$ cat config.mk
export PLATFORM = sky130hd
export DESIGN_NAME = spdif_tx_mux
export DESIGN_NICKNAME = d
export VERILOG_FILES = /design/src/rtl/spdif_tx_pkg.sv /design/src/rtl/spdif_cs_bit.sv /design/src/rtl/spdif_sf_build.sv /design/src/rtl/spdif_bmc_enc.sv /design/src/rtl/spdif_tx_mux.sv
export SDC_FILE = /design/constraint.sdc
export NUM_CORES = 1
export LEC_CHECK = 0
export ABC_AREA = 1
export BUFFER_PORTS_ARGS = -buffer_cell sky130_fd_sc_hd__buf_2
export CAP_MARGIN = 40
export CORE_MARGIN = 4
export CORE_UTILIZATION = 55
export DETAILED_ROUTE_END_ITERATION = 6
export PLACE_DENSITY = 0.89
export SYNTH_ARGS = -nofsm -noshare
export SYNTH_HDL_FRONTEND = slang
export SYNTH_SLANG_ARGS = --single-unit
$ cat constraint.sdc
create_clock -name clk -period 2.7 [get_ports clk]
set_input_delay 0.27 -clock clk [delete_from_list [all_inputs] [get_ports clk]]
set_output_delay 0.27 -clock clk [all_outputs]
set_load 0.02 [all_outputs]
$ cat src/rtl/spdif_tx_pkg.sv
package spdif_tx_pkg;
    localparam int SLOTS   = 32;
    localparam int HALVES  = 2 * SLOTS;
    localparam int FRAMES  = 192;
    localparam int FRM_W   = $clog2(FRAMES);
    localparam int CS_W    = 40;
    localparam int PCM_W   = 24;
    localparam int CHAN_LO = 20;

    // half-cell patterns, MSB first, 1 = opposite of the level before
    localparam logic [7:0] PRE_BLK   = 8'b1110_1000;
    localparam logic [7:0] PRE_LEFT  = 8'b1110_0010;
    localparam logic [7:0] PRE_RIGHT = 8'b1110_0100;

    typedef logic [SLOTS-1:0] sf_word_t;
endpackage

$ cat src/rtl/spdif_cs_bit.sv
module spdif_cs_bit
    import spdif_tx_pkg::*;
(
    input  logic [FRM_W-1:0] frame,
    input  logic             side,
    input  logic [CS_W-1:0]  cs_reg,
    input  logic             auto_chan,
    output logic             cbit
);
    logic [CS_W-1:0] shifted;
    logic            in_chan;

    always_comb begin
        shifted = cs_reg >> frame;
        in_chan = (frame >= FRM_W'(CHAN_LO)) && (frame <= FRM_W'(CHAN_LO + 3));
        cbit    = shifted[0];
        if (!cs_reg[0] && in_chan) begin
            if (auto_chan)
                cbit = side ? (frame == FRM_W'(CHAN_LO + 1)) : (frame == FRM_W'(CHAN_LO));
            else
                cbit = 1'b0;
        end
    end
endmodule

$ cat src/rtl/spdif_sf_build.sv
module spdif_sf_build
    import spdif_tx_pkg::*;
#(
    parameter int AUD_W = 24
) (
    input  logic [AUD_W-1:0] audio,
    input  logic             vbit,
    input  logic             ubit,
    input  logic             cbit,
    output sf_word_t         word
);
    logic [PCM_W-1:0] aligned;

    always_comb begin
        aligned      = PCM_W'(audio) << (PCM_W - AUD_W);
        word         = '0;
        word[27:4]   = aligned;
        word[28]     = vbit;
        word[29]     = ubit;
        word[30]     = cbit;
        word[31]     = ^{cbit, ubit, vbit, aligned};
    end
endmodule

$ cat src/rtl/spdif_bmc_enc.sv
module spdif_bmc_enc
    import spdif_tx_pkg::*;
#(
    parameter int HALF_DIV = 4
) (
    input  logic             clk,
    input  logic             rst_n,
    input  sf_word_t         word_in,
    output logic             line,
    output logic [5:0]       half,
    output logic [FRM_W-1:0] frame,
    output logic             side,
    output logic             tick
);
    localparam int DIV_W = (HALF_DIV > 1) ? $clog2(HALF_DIV) : 1;

    typedef struct packed {
        logic [DIV_W-1:0] div;
        logic [5:0]       half;
        logic             side;
        logic [FRM_W-1:0] frame;
        logic             line;
        logic             pre;
        sf_word_t         word;
    } enc_st_t;

    enc_st_t st_d, st_q;
    logic    tick_c;
    logic [7:0] pat;

    always_comb begin
        st_d   = st_q;
        tick_c = (st_q.div == DIV_W'(HALF_DIV - 1));
        pat    = st_q.side ? PRE_RIGHT : ((st_q.frame == '0) ? PRE_BLK : PRE_LEFT);
        if (tick_c) begin
            st_d.div  = '0;
            st_d.half = st_q.half + 6'd1;
            if (st_q.half == 6'd0) begin
                st_d.word = word_in;
                st_d.pre  = st_q.line;
                st_d.line = ~st_q.line;
            end else if (st_q.half < 6'd8) begin
                st_d.line = pat[3'd7 - st_q.half[2:0]] ? ~st_q.pre : st_q.pre;
            end else if (!st_q.half[0]) begin
                st_d.line = ~st_q.line;
            end else begin
                st_d.line = st_q.line ^ st_q.word[st_q.half[5:1]];
            end
            if (st_q.half == 6'd63) begin
                st_d.side = ~st_q.side;
                if (st_q.side)
                    st_d.frame = (st_q.frame == FRM_W'(FRAMES - 1)) ? '0 : st_q.frame + 1'b1;
            end
        end else begin
            st_d.div = st_q.div + 1'b1;
        end
    end

    always_ff @(posedge clk) begin
        if (!rst_n) st_q <= '0;
        else        st_q <= st_d;
    end

    assign line  = st_q.line;
    assign half  = st_q.half;
    assign frame = st_q.frame;
    assign side  = st_q.side;
    assign tick  = tick_c;
endmodule

$ cat src/rtl/spdif_tx_mux.sv
module spdif_tx_mux
    import spdif_tx_pkg::*;
#(
    parameter int AUD_W    = 24,
    parameter int HALF_DIV = 4,
    parameter int NRX      = 8,
    parameter int SEL_W    = $clog2(NRX)
) (
    input  logic             clk,
    input  logic             rst_n,
    input  logic             pcm_wr,
    input  logic             pcm_rsel,
    input  logic [AUD_W-1:0] pcm_data,
    input  logic             pcm_vbit,
    input  logic [CS_W-1:0]  cs_bits,
    input  logic             cs_auto_chan,
    input  logic             ubit_loop,
    input  logic             pll_lock,
    input  logic             master_mode,
    input  logic             ubit_rec,
    input  logic             enc_sel,
    input  logic [SEL_W-1:0] rx_sel,
    input  logic [NRX-1:0]   rx_in,
    output logic             tx_out
);
    typedef struct packed {
        logic [AUD_W-1:0] aud_l;
        logic [AUD_W-1:0] aud_r;
        logic             v_l;
        logic             v_r;
        logic             out;
    } top_st_t;

    top_st_t          st_d, st_q;
    logic             enc_line, enc_side, enc_tick, u_bit, c_bit;
    logic [5:0]       enc_half;
    logic [FRM_W-1:0] enc_frame;
    sf_word_t         sf_word;

    assign u_bit = ubit_loop && pll_lock && master_mode && ubit_rec;

    spdif_cs_bit i_cs (
        .frame(enc_frame), .side(enc_side), .cs_reg(cs_bits),
        .auto_chan(cs_auto_chan), .cbit(c_bit)
    );

    spdif_sf_build #(.AUD_W(AUD_W)) i_build (
        .audio(enc_side ? st_q.aud_r : st_q.aud_l),
        .vbit (enc_side ? st_q.v_r : st_q.v_l),
        .ubit (u_bit), .cbit(c_bit), .word(sf_word)
    );

    spdif_bmc_enc #(.HALF_DIV(HALF_DIV)) i_enc (
        .clk(clk), .rst_n(rst_n), .word_in(sf_word), .line(enc_line),
        .half(enc_half), .frame(enc_frame), .side(enc_side), .tick(enc_tick)
    );

    always_comb begin
        st_d = st_q;
        if (pcm_wr) begin
            if (pcm_rsel) begin
                st_d.aud_r = pcm_data;
                st_d.v_r   = pcm_vbit;
            end else begin
                st_d.aud_l = pcm_data;
                st_d.v_l   = pcm_vbit;
            end
        end
        st_d.out = enc_sel ? enc_line : rx_in[rx_sel];
    end

    always_ff @(posedge clk) begin
        if (!rst_n) st_q <= '0;
        else        st_q <= st_d;
    end

    assign tx_out = st_q.out;
endmodule

* After elaboration in Yosys (flattened, before gate mapping)
Index checks and enable logic that the tools add are counted.
Word-level totals: bits in registers 98, bits of input ports 86, output and inout bits 1, word-level logic and storage cells 68
Cells by class: add/subtract/negate cells 4, magnitude comparators 6, equal/unequal tests 5, shift-type cells 1, multiplexer cells 19, bitwise logic cells 6, reduce and logical (&&, ||, !) cells 15
Operators with widths (number):
- >> shifter 40 x 8 -> 1 bit | 1
- XOR reduction 27 bit | 1
- two-way mux 24 bit | 1
- equality test 8 x 5 -> 1 bit (second input constant) | 2
- two-way mux 8 bit | 2
- two-way mux 1 bit | 12
- adder 8 x 1 -> 8 bit (second input constant) | 1
- equality test 8 bit (second input constant) | 1
- greater-or-equal comparator 8 x 5 -> 1 bit (second input constant) | 1
- <= comparator 8 x 5 -> 1 bit (second input constant) | 1
- logical NOT 8 bit | 1
- less-than comparator 3 x 4 -> 1 bit (second input constant) | 2
- AND reduction 2 bit | 4
- adder 6 x 1 -> 6 bit (second input constant) | 1
- binary-select mux 1 bit (select 3 bit) | 2
- equality test 6 bit (second input constant) | 1
- logical NOT 6 bit | 1
- less-than comparator 5 x 6 -> 1 bit (second input constant) | 1
- less-than comparator 6 x 4 -> 1 bit (second input constant) | 1
- binary-select mux 1 bit (select 5 bit) | 1
- logical AND 1 bit | 5
- NOT 1 bit | 5
- two-way mux 4 bit | 1
- AND reduction 3 bit | 1
- 6 further kinds | 6

* Logic depth before layout (Yosys ltp)
depth in word-level cells 8, mapped depth 21, depth with buffers taken out 19

* Cells and area by module
A second synthesis with hierarchy kept.
Second synthesis, totals: cell total of the unflattened synthesis 982, area total of the unflattened synthesis 6236.0 sq um
By module, submodules not included:
- spdif_bmc_enc | times used 1, cells an instance 374, area an instance 2662.6 sq um, seq. area each 1021.0 sq um
- spdif_tx_mux | times used 1, cells an instance 299, area an instance 2164.6 sq um, seq. area each 1021.0 sq um
- spdif_sf_build | times used 1, cells an instance 202, area an instance 918.4 sq um, seq. area each 0.0 sq um
- spdif_cs_bit | times used 1, cells an instance 107, area an instance 490.5 sq um, seq. area each 0.0 sq um

* Least setup slack after synthesis
No wires, ideal clock.
path kind reg-to-reg, from register i_enc.st_q (netlist bit i_enc.half[1]), to register i_enc.st_q[25] (netlist bit), library setup time 0.128 ns, data arrival time 1.748 ns, data required time 2.572 ns, path slack 0.824 ns, cell stages (with the launch flop) 11, path buffers 3, clock period less this slack 1.876 ns, cell sequence dfxtp_1 buf_4 inv_1 buf_4 ha_1 nand3_1 nor2_1 inv_1 clkbuf_1 o21ai_0 a21oi_1
On the way: cells in the longest elaborated chain, start to end 2
Ends and longest elaborated chain:
- from (decl) | RTL line spdif_bmc_enc.sv:27 | enc_st_t st_d, st_q;
- from (signal assigned) | RTL line spdif_bmc_enc.sv:61 | else st_q <= st_d;
- logical NOT 6 bit | RTL line spdif_bmc_enc.sv:38 | if (st_q.half == 6'd0) begin
- AND reduction 2 bit (no source line)
Every way passes these cells. A chain may end at the register's enable or synchronous reset.

* Final worst setup path
from register i_enc.st_q (netlist bit i_enc.half[1]), to register i_enc.st_q (netlist bit i_enc.frame[3])
On the way: cells in the longest elaborated chain, start to end 2
Ends and longest elaborated chain:
- equality test 6 bit | RTL line spdif_bmc_enc.sv:49 | if (st_q.half == 6'd63) begin
- AND reduction 3 bit (no source line)
Every way passes these cells.

==> reports/summary.txt <==
Setup WS post-layout - 0.574 ns
Final Setup Violations - 0
vias - 5730
layout cells sized above 1 - 14.2%
DR vias/cell - 5.14
Post-CTS Repair Setup Buffers - 0
Tcrit/Tclk final - 78.7%
Peak supply drop - 0.000339 V
Total Wirelength - 13.1 mm
Post-Synth XOR/XNOR Area - 0.311%
total core area - 0.00986 mm2
RSZ-0062 raised after global routing - no
num rows - 36
status - finished, final reports clean
Die H - 109 um
CP startpoint kind - flip-flop
Synth Area in Compound Gates - 20.0%
TritonCTS clock tree - yes
Seq/Total Area, Yosys - 34.8%
Layout Cells excl Fill - 1115
synthesis-stage register bit count - 98
min-delay src - pcm_vbit
DP HPWL - 9.19 mm
largest net degree at the start of global routing - 70
Final Max Tran Viols - 0
top cells by area, synth - dfxtp_1 (35%), nand2_1 (20%), o21ai_0 (9.7%)
worst-margin pin slew - 0.526 ns
DRC viols - 0
Routability Congestion - 0.867
Worst Path Required - 2.94 ns
clock buffer depth - 2
Worst Path Max Fanout - 10
initial antenna violation count - 0
Die Wd - 109 um
skew final - 0.00731 ns
vias in the first global route - 5323
Multi-input gate area - 0.00301 mm2
Inst Count DP - 1099
Syn Area/Cell - 6.15 um2
Adder-Cell Fraction of Synth Area - 1.33%
fin util - 64.0%
clock latency at the later pin of the worst-skew pair - 0.37 ns
CTS sink count - 98
fmax - 0.470 GHz
TritonRoute pass-1 iters - 5
full die area - 0.0119 mm2
global-route wire length before repair - 22.8 mm
final setup TNS - 0 ns
worst setup path class - reg -> reg
GRT overflow - 0
leak pwr - 3.03 nW
Synth Flop Type - dfxtp_1
simple-gate share of the synthesized area - 31.8%
Syn Std Cell Area - 0.00563 mm2
dominant cell type by area after synthesis - dfxtp_1
# nets final - 1069
Syn Nets - 1007
Top Ports - 87
Power Dens Cells - 504 mW/mm2
CTS clk-pin slew, worst paths - 0.09 ns
CP Launch Point - i_enc.half[1]$_SDFFE_PN0P_
number of fill cells - 892
Avg WL per Cell - 11.8 um
async set-or-reset flop fraction in the synthesized netlist - 0%
# port buffers - 86
post-CTS sizing - 0
CTS Hold Buffers Added - 0
fin crit period - 2.13 ns
combinational family with the most area after synthesis - simple AND/OR/NAND/NOR gates
clk root buf - clkbuf_8
Post-DRT Antenna Nets - 0
# diodes - 0
Max Cap Violations - 0
Worst setup EP type - flip-flop
pre-CTS setup slack - 0.580 ns
register area - 0.00196 mm2
detailed router's first-iteration violation count - 461
Yosys top cell area share - 34.8%
mux contribution to synthesized area - 0%
cells after synthesis - 915
yosys warns - 0
Starting Density - 57.1%
number of synthesized flops with an enable pin - 0
reg-to-reg startpoint - i_enc.half[1]$_SDFFE_PN0P_
crit path DAT - 2.36 ns
H-tree levels - 3
count leader, synth - nand2_1
HP Class - in -> reg
Post-synth top cells - nand2_1 (302), o21ai_0 (109), dfxtp_1 (98)
GRT Overall Usage - 23.0%
relative slew slack - 64.5%
CTS Buf Count - 9
Netlist cell types - 34
P&R area growth vs syn - 12.1%
Final Hold Vio Count - 0
-- layer usage --
| metal | part of all wire, % | wire, um | global-route usage [%] |
|---|---|---|---|
| met1 | 46 | 6030 | 30.0 |
| met2 | 47 | 6170 | 39.1 |
| met3 | 6.1 | 800 | 3.91 |
| met4 | 0.78 | 102 | 7.03 |
| met5 | 0 | 0 | 0 |
-- logic make-up (layout without fill, tap and decap cells) --
family,count (synthesis),in the layout
xor+xnor,2,2
flops,98,98
compound gates,211,211
fa+ha+maj,6,6
buf+inv,150,217
simple gates,448,448
-- stage by stage --
stage / hold WS (ns) / instance area (um2) / power (mW)
floorplan: 0.399 / 5630 / 1.95
global placement: 0.409 / 6070 / 2.08
detailed placement: 0.422 / 6070 / 2.10
CTS: 0.126 / 6310 / 3.19
global route: 0.156 / 6310 / 3.34
finish: 0.131 / 6310 / 3.18
-- worst paths after layout --
path,end,slack [ns],cells past startpoint
setup / recovery,i_enc.frame[3]$_SDFFE_PN0P_,0.57,8
hold / removal,st_q[2]$_SDFFE_PN0P_,0.13,3
setup reg to reg,i_enc.frame[3]$_SDFFE_PN0P_,0.57,8
hold reg to reg,i_enc.st_q[49]$_SDFF_PP0_,0.43,1
-- cells in the final DEF, fill, tap and decap left out, types with 3 or more instances in the layout --
| master | instances |
|---|---|
| nand2_1 | 302 |
| o21ai_0 | 109 |
| dfxtp_1 | 97 |
| inv_1 | 96 |
| buf_2 | 86 |
| nor2_1 | 83 |
| a21oi_1 | 72 |
| nand3_1 | 38 |
| clkbuf_8 | 12 |
| o21ai_2 | 8 |
| buf_4 | 8 |
| a211oi_1 | 7 |
| o211ai_1 | 7 |
| inv_2 | 6 |
| nor3_1 | 6 |
| o21ai_1 | 6 |
| ha_1 | 6 |
| nand4_1 | 4 |
| or2_2 | 3 |
| nand2_2 | 3 |
-- state kept, by name (all words and copies together), names as in the netlist --
signal / flops
tx_out: 1
i_enc.line: 1
i_enc.half: 6
i_enc.side: 1
i_enc.st_q: 31
st_q: 50
i_enc.frame: 8
-- layout make-up --
type / instances / area share (%)
inverter: 105 / 6.32
timing repair buffer: 96 / 8.41
sequential: 98 / 31.1
multi-input combinational: 667 / 47.8
clock inverter: 4 / 1.15
tap: 133 / 2.64
clock buffer: 12 / 2.62
-- where the power goes --
group          switching, mW  internal, mW  total (mW)  leakage [nW]
logic                  0.308         0.193       0.502          2.10
registers             0.0415          1.53        1.57         0.803
clock network          0.511         0.597        1.11         0.119
total                  0.861          2.32        3.18          3.03
-- worst max-delay path, cell delays in order, from the launching register on --
cell and delay, ns:
dfxtp_1 0.52, ha_1 0.25, nand3_1 0.11, nor2_1 0.15, nand2_1 0.08, nor2_1 0.13, nand2_1 0.16, o21ai_0 0.49
nor3b_1 0.11
No activity file was read; power rests on OpenSTA's default activity.
